**config.mk**
```make
export PLATFORM = sky130hd
export DESIGN_NAME = ilv_permuter
export DESIGN_NICKNAME = d
export VERILOG_FILES = /design/src/rtl/ilv_pkg.sv /design/src/rtl/ilv_field_split.sv /design/src/rtl/ilv_bank_table.sv /design/src/rtl/ilv_xlate_reg.sv /design/src/rtl/ilv_permuter.sv
export SDC_FILE = /design/constraint.sdc
export NUM_CORES = 1
export LEC_CHECK = 0
export BUFFER_PORTS_ARGS = -buffer_cell sky130_fd_sc_hd__buf_2
export CAP_MARGIN = 20
export CORE_MARGIN = 4
export CORE_UTILIZATION = 50
export CTS_CLUSTER_DIAMETER = 60
export DETAILED_ROUTE_END_ITERATION = 12
export GPL_ROUTABILITY_DRIVEN = 0
export GPL_TIMING_DRIVEN = 0
export PLACE_DENSITY = 0.85
export SLEW_MARGIN = 20
export SYNTH_ARGS = -nofsm -noshare
export SYNTH_HDL_FRONTEND = slang
export SYNTH_SLANG_ARGS = --single-unit
```
**constraint.sdc**
```tcl
create_clock -name clk_i -period 1.8 [get_ports clk_i]
set_clock_uncertainty 0.1 [all_clocks]
set_input_delay 0 -clock clk_i [delete_from_list [all_inputs] [get_ports clk_i]]
set_output_delay 0 -clock clk_i [all_outputs]
set_load 0.05 [all_outputs]
```
**src/rtl/ilv_pkg.sv**
```systemverilog
package ilv_pkg;
  // Default bank for a table entry after reset: plain rotation.
  function automatic int unsigned rot_bank(int unsigned idx, int unsigned w);
    return idx % (32'd1 << w);
  endfunction
endpackage

```
**src/rtl/ilv_field_split.sv**
```systemverilog
module ilv_field_split #(
  parameter int STRIPE_W = 2,
  parameter int GALLERY_W = 4,
  parameter int CLUMP_W = 3,
  parameter int BYTE_W = 2,
  localparam int ADDR_W = STRIPE_W + GALLERY_W + CLUMP_W + BYTE_W,
  localparam int REST_W = ADDR_W - STRIPE_W
) (
  input  logic [ADDR_W-1:0] addr_i,
  output logic [REST_W-1:0] rest_o,
  output logic [STRIPE_W:0] idx_o
);
  logic [STRIPE_W-1:0] stripe;
  logic [STRIPE_W-1:0] clump_lo;

  assign stripe   = addr_i[ADDR_W-1 -: STRIPE_W];
  assign clump_lo = addr_i[BYTE_W +: STRIPE_W];
  assign rest_o   = addr_i[REST_W-1:0];
  // One extra bit: the sum never wraps.
  assign idx_o    = {1'b0, stripe} + {1'b0, clump_lo};
endmodule

```
**src/rtl/ilv_bank_table.sv**
```systemverilog
module ilv_bank_table #(
  parameter int STRIPE_W = 2,
  localparam int DEPTH = 2 ** (STRIPE_W + 1)
) (
  input  logic                clk_i,
  input  logic                rst_ni,
  input  logic                we_i,
  input  logic [STRIPE_W:0]   wr_idx_i,
  input  logic [STRIPE_W-1:0] wr_bank_i,
  input  logic [STRIPE_W:0]   rd_idx_i,
  output logic [STRIPE_W-1:0] rd_bank_o
);
  import ilv_pkg::*;

  logic [STRIPE_W-1:0] tbl_q [DEPTH];

  for (genvar i = 0; i < DEPTH; i++) begin : g_ent
    always_ff @(posedge clk_i or negedge rst_ni) begin
      if (!rst_ni) tbl_q[i] <= STRIPE_W'(rot_bank(i, STRIPE_W));
      else if (we_i && (wr_idx_i == (STRIPE_W+1)'(i))) tbl_q[i] <= wr_bank_i;
    end
  end

  // The read is combinational, so a write in the same cycle is seen only afterwards.
  assign rd_bank_o = tbl_q[rd_idx_i];
endmodule

```
**src/rtl/ilv_xlate_reg.sv**
```systemverilog
module ilv_xlate_reg #(
  parameter int STRIPE_W = 2,
  parameter int REST_W = 9,
  localparam int ADDR_W = STRIPE_W + REST_W
) (
  input  logic                clk_i,
  input  logic                rst_ni,
  input  logic                valid_i,
  input  logic [STRIPE_W-1:0] bank_i,
  input  logic [REST_W-1:0]   rest_i,
  output logic                valid_o,
  output logic [ADDR_W-1:0]   addr_o
);
  always_ff @(posedge clk_i or negedge rst_ni) begin
    if (!rst_ni) begin
      valid_o <= 1'b0;
      addr_o  <= '0;
    end else begin
      valid_o <= valid_i;
      if (valid_i) addr_o <= {bank_i, rest_i};
    end
  end
endmodule

```
**src/rtl/ilv_permuter.sv**
```systemverilog
module ilv_permuter #(
  parameter int STRIPE_W = 2,
  parameter int GALLERY_W = 4,
  parameter int CLUMP_W = 3,
  parameter int BYTE_W = 2,
  localparam int ADDR_W = STRIPE_W + GALLERY_W + CLUMP_W + BYTE_W
) (
  input  logic                clk_i,
  input  logic                rst_ni,
  input  logic                req_valid_i,
  input  logic [ADDR_W-1:0]   req_addr_i,
  input  logic                tbl_we_i,
  input  logic [STRIPE_W:0]   tbl_idx_i,
  input  logic [STRIPE_W-1:0] tbl_bank_i,
  output logic                rsp_valid_o,
  output logic [ADDR_W-1:0]   rsp_addr_o
);
  localparam int REST_W = ADDR_W - STRIPE_W;

  if (CLUMP_W < STRIPE_W) begin : g_bad_cfg
    $error("ilv_permuter: CLUMP_W must be >= STRIPE_W");
  end

  logic [REST_W-1:0]   rest;
  logic [STRIPE_W:0]   rd_idx;
  logic [STRIPE_W-1:0] bank;

  ilv_field_split #(
    .STRIPE_W(STRIPE_W), .GALLERY_W(GALLERY_W), .CLUMP_W(CLUMP_W), .BYTE_W(BYTE_W)
  ) u_split (
    .addr_i(req_addr_i),
    .rest_o(rest),
    .idx_o (rd_idx)
  );

  ilv_bank_table #(.STRIPE_W(STRIPE_W)) u_table (
    .clk_i    (clk_i),
    .rst_ni   (rst_ni),
    .we_i     (tbl_we_i),
    .wr_idx_i (tbl_idx_i),
    .wr_bank_i(tbl_bank_i),
    .rd_idx_i (rd_idx),
    .rd_bank_o(bank)
  );

  ilv_xlate_reg #(.STRIPE_W(STRIPE_W), .REST_W(REST_W)) u_out (
    .clk_i  (clk_i),
    .rst_ni (rst_ni),
    .valid_i(req_valid_i),
    .bank_i (bank),
    .rest_i (rest),
    .valid_o(rsp_valid_o),
    .addr_o (rsp_addr_o)
  );
endmodule

```
==> results by group <==
Run status
  – Status: finished, final reports clean

Floorplan
  – Row cnt: 18
  – Die Wd: 58.45 um
  – CORE AREA: 0.002455 mm2
  – Die area: 0.003416 mm2
  – I/O pin total: 32
  – Chip height: 58.45 um
  – Starting density of the core: 51.83%

Global route
  – Vias in the first global route: 872
  – GRT Residual Overflow: 0
  – Global-route wire length before repair: 3.850 mm
  – Met2 Track Usage GR: 26.00%
  – Pin count of the biggest net entering global routing: 29
  – Global-route track usage on met3: 2.632%
  – Antenna violations before repair: 0
  – Total GRT Usage: 14.71%
  – GRT busiest layer: met2
  – Met1 Use GR: 18.04%

Clock network
  – Num CTS Buffers: 3
  – # resized after CTS: 0
  – CTS tree: built
  – Maximum buffer depth of the clock tree: 2
  – Clock Sinks: 28
  – Clk slew on worst S/H paths: 140 ps
  – Postcts setup bufs: 0
  – Root Buffer Master: clkbuf_4
  – # H-tree levels: 1
  – Clock Latency Late Sink: 320 ps

Critical path
  – Setup crit end kind: register
  – Worst Setup Start Kind: input pin
  – CP Data Arrival Time: 1860 ps
  – Critical path class: in -> reg
  – Max FO, Critical Path: 2
  – R2r setup slk: 410 ps
  – Req. time, crit path: 1960 ps

Timing
  – Worst-margin pin slew: 590.9 ps
  – Max Clk Rate: 588.1 MHz
  – Slew Viols, Final: 0
  – WHS: 15.71 ps
  – RSZ-0062 raised after global routing: no
  – # setup viols final: 0
  – Setup_tns: 0 ps
  – Final Hold Vio Count: 0
  – Final Cycle Share: 94.46%
  – Final Critical Period: 1700 ps
  – Worst rel slew slack: 60.61%

Cells and area
  – Filler cells: 188
  – Sequential cell area: 710.7 um2
  – Nets@finish: 155
  – Diodes inserted: 0
  – Area Growth Syn to Fin: 28.22%
  – Area of the multi-input gates: 526.8 um2
  – Fraction of layout instances using a drive strength above 1: 54.55%

Drt
  – Final wirelength: 2.237 mm
  – Initial drt markers: 18
  – Residual DRC: 0
  – DR pass1 iterations: 5
  – Routed vias/inst: 5.105
  – Post-route ant nets: 0
  – Vias: 827
  – WL/cell: 13.81 um

Pwr
  – Pint: 1.109 mW
  – Sequential power share: 51.8%
  – Leak: 0.7509 nW
  – Switching Fraction: 30.86%
  – Clock power share: 18.1%
  – Cell area power density: 983.5 mW/mm2
  – Worst vdd ir: 591.4 uV
  – Switch Pwr: 0.4952 mW
  – Logic pwr share: 30.1%

Yosys
  – Mapped Area: 0.001272 mm2
  – Syn nets: 106
  – Synthesis Warnings: 0
  – Mapped Cells: 84
  – Seq cells post-synth: 28
  – Yosys cell types: 16
  – Sequential-to-total area share from yosys stat: 55.85%
  – Syn_area_per_cell: 15.15 um2

Job
  – Maximum Capacitance Violations: 0

Min path
  – Hold Path Class: in -> reg

Place
  – Post-DP HPWL: 1.657 mm
  – Input/output buffers: 31
[metal layers]
layer / up-vias / share of wire, %
met1: 388 / 43
li1: 402 / -
met2: 35 / 48
met5: - / 0
met3: 2 / 8.9
met4: 0 / 0.31
[placed cells by master, fill, tap and decap left out]
cell type | synthesis | final
buf_6 | 1 | 1
clkbuf_4 | 0 | 3
dlygate4sd3_1 | 0 | 13
mux4_2 | 2 | 2
fa_1 | 1 | 1
inv_1 | 5 | 5
mux2_2 | 25 | 25
nor3_1 | 2 | 2
nand4b_1 | 3 | 3
dfstp_2 | 8 | 8
dfrtp_1 | 20 | 20
nand2b_1 | 1 | 1
nand4_1 | 1 | 1
clkbuf_8 | 0 | 1
nand2_1 | 1 | 1
ha_1 | 1 | 1
nor3b_1 | 2 | 2
mux2i_1 | 10 | 10
buf_2 | 1 | 32
[cells in the mapped netlist]
master | instances | share of area, %
fa_1 | 1 | 1.6
nand2b_1 | 1 | 0.49
mux2i_1 | 10 | 7.9
dfrtp_1 | 20 | 39
inv_1 | 5 | 1.5
ha_1 | 1 | 0.98
nand2_1 | 1 | 0.29
mux2_2 | 25 | 22
nor3b_1 | 2 | 1.2
mux4_2 | 2 | 3.5
nand4b_1 | 3 | 2.1
nor3_1 | 2 | 0.79
dfstp_2 | 8 | 17
buf_6 | 1 | 0.88
buf_2 | 1 | 0.39
nand4_1 | 1 | 0.49
[timing repair]
action / CTS / global route
hold buffers: 13 / 0
endpoints found under the setup margin: 0 / 1
endpoints found under the hold margin: 54 / 0
[flip-flops by register name, indices dropped and copies added, names as in the netlist]
name	flops
u_out.addr_o	11
u_out.valid_o	1
u_table.tbl_q	16
[kinds of logic (layout without fill, tap and decap cells)]
logic type	after synthesis	in the layout	share of synthesized area, %
flops	28	28	55.85
mux	37	37	33.53
simple gates	10	10	5.310
buf+inv	7	55	2.753
fa+ha+maj	2	2	2.556
[worst max-delay path: stages]
cell           delay [ps]
dlygate4sd3_1         520
buf_2                 110
inv_1                  50
fa_1                  530
mux4_2                510
mux2i_1               140
[power groups by stage]
stage	registers, mW	clock network [mW]	logic [mW]
after floorplan	0.977	0	0.204
after global placement	0.839	0	0.458
after detailed placement	0.845	0	0.468
after CTS	0.832	0.309	0.490
after global routing	0.846	0.341	0.522
final	0.831	0.291	0.483
[layout make-up]
type                            count  area share [%]
Sequential cell                    28           43.56
Buffer                              2          0.9969
Clock buffer                        4           2.224
Tap cell                           30           2.301
Multi-Input combinational cell     49           32.29
Timing Repair Buffer               44           17.48
Inverter                            5           1.150
[worst paths after layout]
path | start | endpoint | cells after the start
max in group asynchronous | rst_ni | u_table.tbl_q[7]$_DFFE_PN0P_ | 2
max reg2reg | u_table.tbl_q[12]$_DFFE_PN1P_ | u_out.addr_o[9]$_DFFE_PN0P_ | 3
min in group asynchronous | rst_ni | u_out.addr_o[10]$_DFFE_PN0P_ | 2
max | req_addr_i[3] | u_out.addr_o[9]$_DFFE_PN0P_ | 6
min reg2reg | u_out.addr_o[5]$_DFFE_PN0P_ | u_out.addr_o[5]$_DFFE_PN0P_ | 1
min | tbl_idx_i[2] | u_table.tbl_q[2]$_DFFE_PN0P_ | 3
[through the flow]
stage	util (%)	setup slack [ps]	cell area (um2)	total power, mW	instances
after floorplan	-	332.6	1272	1.180	84
after global placement	59.68	168.8	1465	1.296	145
after detailed placement	59.68	145.9	1465	1.313	145
after CTS	66.46	13.47	1632	1.631	162
after global routing	66.46	40.76	1632	1.709	162
final	66.46	99.68	1632	1.605	162
Power figures use the tool's default switching activity.
